`src/rtl/sfc_pkg.sv`:
```
package sfc_pkg;
  localparam int P_W = 8;
  localparam int B_C = 0;
  localparam int B_Z = 1;
  localparam int B_I = 2;
  localparam int B_D = 3;
  localparam int B_X = 4;
  localparam int B_M = 5;
  localparam int B_V = 6;
  localparam int B_N = 7;
  localparam int OP_W = 3;

  localparam logic [OP_W-1:0] OP_NOP  = 3'd0;
  localparam logic [OP_W-1:0] OP_SETC = 3'd1;
  localparam logic [OP_W-1:0] OP_SETD = 3'd2;
  localparam logic [OP_W-1:0] OP_SETI = 3'd3;
  localparam logic [OP_W-1:0] OP_XCHG = 3'd4;
  localparam logic [OP_W-1:0] OP_PULL = 3'd5;

  typedef struct packed {
    logic set_c;
    logic set_d;
    logic set_i;
    logic xchg;
    logic pull;
  } strb_t;
endpackage

```
`src/rtl/sfc_decode.sv`:
```
module sfc_decode
  import sfc_pkg::*;
(
  input  logic            acc_i,
  input  logic [OP_W-1:0] op_i,
  output strb_t           strb_o
);
  always_comb begin
    strb_o = '0;
    if (acc_i) begin
      case (op_i)
        OP_SETC: strb_o.set_c = 1'b1;
        OP_SETD: strb_o.set_d = 1'b1;
        OP_SETI: strb_o.set_i = 1'b1;
        OP_XCHG: strb_o.xchg  = 1'b1;
        OP_PULL: strb_o.pull  = 1'b1;
        default: strb_o = '0;
      endcase
    end
  end
endmodule

```
`src/rtl/sfc_flag_regs.sv`:
```
module sfc_flag_regs
  import sfc_pkg::*;
#(
  parameter logic [P_W-1:0] RESET_P = 8'h34,
  parameter logic           RESET_E = 1'b1
) (
  input  logic           clk,
  input  logic           rst_n,
  input  strb_t          strb_i,
  input  logic [P_W-1:0] byte_i,
  output logic [P_W-1:0] p_o,
  output logic           e_o,
  output logic [P_W-1:0] p_nxt_o,
  output logic           e_nxt_o
);
  logic [P_W-1:0] p_q, p_n;
  logic           e_q, e_n;

  always_comb begin
    p_n = p_q;
    e_n = e_q;
    if (strb_i.set_c) p_n[B_C] = 1'b1;
    if (strb_i.set_d) p_n[B_D] = 1'b1;
    if (strb_i.set_i) p_n[B_I] = 1'b1;
    if (strb_i.pull)  p_n = byte_i;
    if (strb_i.xchg) begin
      e_n      = p_q[B_C];
      p_n[B_C] = e_q;
    end
    // width flags are pinned high while in compatibility mode
    if (e_n) begin
      p_n[B_M] = 1'b1;
      p_n[B_X] = 1'b1;
    end
  end

  always_ff @(posedge clk) begin
    if (!rst_n) begin
      p_q <= RESET_P;
      e_q <= RESET_E;
    end else begin
      p_q <= p_n;
      e_q <= e_n;
    end
  end

  assign p_o     = p_q;
  assign e_o     = e_q;
  assign p_nxt_o = p_n;
  assign e_nxt_o = e_n;
endmodule

```
`src/rtl/sfc_side_fx.sv`:
```
module sfc_side_fx
  import sfc_pkg::*;
(
  input  logic  clk,
  input  logic  rst_n,
  input  strb_t strb_i,
  input  logic  x_nxt_i,
  input  logic  e_nxt_i,
  output logic  clr_idx_o,
  output logic  force_stk_o
);
  logic clr_q, frc_q;

  always_ff @(posedge clk) begin
    if (!rst_n) begin
      clr_q <= 1'b0;
      frc_q <= 1'b0;
    end else begin
      clr_q <= (strb_i.xchg | strb_i.pull) & x_nxt_i;
      frc_q <= strb_i.xchg & e_nxt_i;
    end
  end

  assign clr_idx_o   = clr_q;
  assign force_stk_o = frc_q;
endmodule

```
`src/rtl/sfc_status_ctrl.sv`:
```
module sfc_status_ctrl
  import sfc_pkg::*;
#(
  parameter logic [P_W-1:0] RESET_STATUS = 8'h34,
  parameter logic           RESET_EMU    = 1'b1,
  parameter int             PAGE_W       = 8,
  parameter logic [PAGE_W-1:0] STACK_PAGE = 8'h01
) (
  input  logic              clk,
  input  logic              rst_n,
  input  logic              cmd_valid,
  output logic              cmd_ready,
  input  logic [OP_W-1:0]   cmd_op,
  input  logic [P_W-1:0]    cmd_byte,
  output logic [P_W-1:0]    status_o,
  output logic              emu_o,
  output logic              clr_idx_hi_o,
  output logic              force_stk_hi_o,
  output logic [PAGE_W-1:0] stk_hi_o
);
  strb_t          strb;
  logic [P_W-1:0] p_nxt;
  logic           e_nxt;

  assign cmd_ready = 1'b1;
  assign stk_hi_o  = STACK_PAGE;

  sfc_decode u_dec (
    .acc_i  (cmd_valid & cmd_ready),
    .op_i   (cmd_op),
    .strb_o (strb)
  );

  sfc_flag_regs #(.RESET_P(RESET_STATUS), .RESET_E(RESET_EMU)) u_regs (
    .clk     (clk),
    .rst_n   (rst_n),
    .strb_i  (strb),
    .byte_i  (cmd_byte),
    .p_o     (status_o),
    .e_o     (emu_o),
    .p_nxt_o (p_nxt),
    .e_nxt_o (e_nxt)
  );

  sfc_side_fx u_fx (
    .clk         (clk),
    .rst_n       (rst_n),
    .strb_i      (strb),
    .x_nxt_i     (p_nxt[B_X]),
    .e_nxt_i     (e_nxt),
    .clr_idx_o   (clr_idx_hi_o),
    .force_stk_o (force_stk_hi_o)
  );
endmodule

```
`config.mk`:
```
export PLATFORM = sky130hd
export DESIGN_NAME = sfc_status_ctrl
export DESIGN_NICKNAME = d
export VERILOG_FILES = /design/src/rtl/sfc_pkg.sv /design/src/rtl/sfc_decode.sv /design/src/rtl/sfc_flag_regs.sv /design/src/rtl/sfc_side_fx.sv /design/src/rtl/sfc_status_ctrl.sv
export SDC_FILE = /design/constraint.sdc
export NUM_CORES = 1
export LEC_CHECK = 0
export BUFFER_PORTS_ARGS = -buffer_cell sky130_fd_sc_hd__buf_4
export CAP_MARGIN = 15
export CORE_MARGIN = 2
export CORE_UTILIZATION = 37
export CTS_BUF_LIST = sky130_fd_sc_hd__clkbuf_16
export CTS_CLUSTER_DIAMETER = 100
export DETAILED_ROUTE_END_ITERATION = 8
export GPL_TIMING_DRIVEN = 0
export PLACE_DENSITY = 0.81
export SETUP_SLACK_MARGIN = 0.1
export SKIP_CTS_REPAIR_TIMING = 1
export SYNTH_ARGS = -nofsm -noshare
export SYNTH_HDL_FRONTEND = slang
export SYNTH_HIERARCHICAL = 1
export SYNTH_SLANG_ARGS = --single-unit
```
`constraint.sdc`:
```
create_clock -name clk -period 1.1 [get_ports clk]
set_input_delay 0.11 -clock clk [delete_from_list [all_inputs] [get_ports clk]]
set_output_delay 0.11 -clock clk [all_outputs]
set_load 0.01 [all_outputs]
```
==> reports/metrics.csv <==
metric,value,unit
syn_to_final_growth,58.6,%
grt_pass1_wl,1.79,mm
final-setup-viol-count,0,
grt_usage,0.134,
finalNetCount,107,
hold_ws,0.109,ns
final_util,0.612,
rsz0062_at_grt,yes,
max_clock_freq,1020,MHz
fin_total_pwr,1.23,mW
cp_slowest_stage_delay,0.33,ns
diodes,0,
drt_wl_total,1.20,mm
crit_path_start_kind,input port,
core_area,1470,um2
drc,0,
dp.final_hpwl,882,um
die_area,1860,um2
netlist_instances,56,
crit_chain,"buf_6, and4b_2, buf_6, mux2_4, and2_4",
irDropWorstVdd,876,uV
die_x,43.2,um
placementRows,14,
drtPass1Iterations,4,
slew_violations,0,
via_count,490,
critPathArrivalTime,1.11,ns
cts_buffers,3,
p_per_area,1360,nW/um2
clockBufferDepth,2,
port_buffers,24,
grt_antenna_before_repair,0,
fillers,129,
wl_per_cell,11.1,um
routabilityCongestion,0.680,
avgSynthCellArea,10.1,um2
hp-class,in2reg,
syn-cell-area,568,um2
rrSetupSlack,0.17,ns
start_util,0.386,
finalHoldViolations,0,
cp_slowest_cell,and4b_2,
finClkSkew,0.00155,ns
cts_tree,built,
die_h,43.2,um
cts.htree.levels,1,
yosysWarnings,6,
cts-root-buf,clkbuf_16,
grt_remaining_overflow,0,
grt_max_degree,10,
status,"finished, final reports clean",
viasPerCell,4.54,
power.leakage,0.450,nW
grt_pass1_vias,422,
drive_above_1_share,0.543,
max_cap_violations,0,
clk_pin_slew,0.04,ns
clkSinkCount,11,
endpoint_kind,flop,
critPathKind,in2reg,
critical_path.max_fanout,6,
ios,34,
setup_tns,0,ns
drtIter0Drc,10,
required,1.23,ns
post-route-min-period,0.979,ns
crit_top_cell,buf_6,
period_share,0.890,
postRouteAntennaNets,0,
insertion_delay,0.23,ns
-- metrics by stage --
stage / instance area [um2] / std cells / setup WS [ns]
2_1_floorplan: 598 / 63 / 0.0230
3_3_place_gp: 798 / 103 / -0.169
3_5_place_dp: 798 / 103 / -0.182
4_1_cts: 877 / 107 / 0.0634
5_1_grt: 901 / 108 / 0.0937
6_report: 901 / 108 / 0.121
-- sequential cells by signal, summed over array words and instances (netlist names) --
signal,count
u_regs/p_o,8
u_fx/clr_idx_o,1
u_fx/force_stk_o,1
u_regs/e_o,1
-- critical path: cells and delay by family --
family,cells,cell delay (ns)
buffers and inverters,2,0.24
AND/OR/NAND/NOR,2,0.46
multiplexers,1,0.29
-- where the power goes --
group          total, mW  internal, mW  switching, mW
clock              0.644         0.476          0.168
sequential         0.421         0.412        0.00914
combinational      0.161        0.0964         0.0647
total               1.23         0.985          0.242
-- cell type report --
type	instances	area (um2)	share of cell area
Timing Repair Buffer	25	191	0.213
Buffer	11	83.8	0.0931
Clock buffer	3	75.1	0.0833
Tap cell	16	20.0	0.0222
Multi-Input combinational cell	39	299	0.332
Sequential cell	11	220	0.244
Inverter	2	7.51	0.00833
Clock inverter	1	3.75	0.00417
-- layer usage --
metal / up-vias / GRT usage / part of all wire
li1: 247 / - / -
met4: 0 / 0.0364 / 0
met5: - / 0 / 0
met1: 222 / 0.143 / 0.38
met2: 21 / 0.212 / 0.51
met3: 0 / 0.0936 / 0.12
-- path summary, 6_finish.rpt --
kind,startpoint,end,cells past startpoint
max,cmd_op[1],u_regs/p_o[6]$_SDFF_PN0_,5
min,cmd_byte[2],u_regs/p_o[2]$_SDFF_PN1_,3
max reg2reg,u_regs/p_o[0]$_SDFF_PN0_,u_regs/p_o[0]$_SDFF_PN0_,2
min reg2reg,u_regs/p_o[5]$_SDFF_PN1_,u_regs/p_o[5]$_SDFF_PN1_,2
-- cell usage in the layout, fill, tap and decap left out --
cell type / instances
and4b_2: 2
nor3_1: 1
conb_1: 9
clkbuf_16: 3
o211ai_1: 1
nand2_1: 4
mux2i_4: 1
dfxtp_1: 11
a21oi_1: 1
nor2_1: 1
and2_4: 1
mux2_2: 2
and4bb_2: 1
o41ai_2: 1
mux2_4: 1
nor2b_2: 1
and3_1: 1
o21bai_1: 1
buf_6: 2
o211a_1: 1
and2_1: 2
buf_4: 33
and4bb_1: 1
and4bb_4: 1
mux2i_1: 2
nand3_1: 3
clkbuf_2: 1
inv_1: 3
No activity file was read; power rests on OpenSTA's default activity.
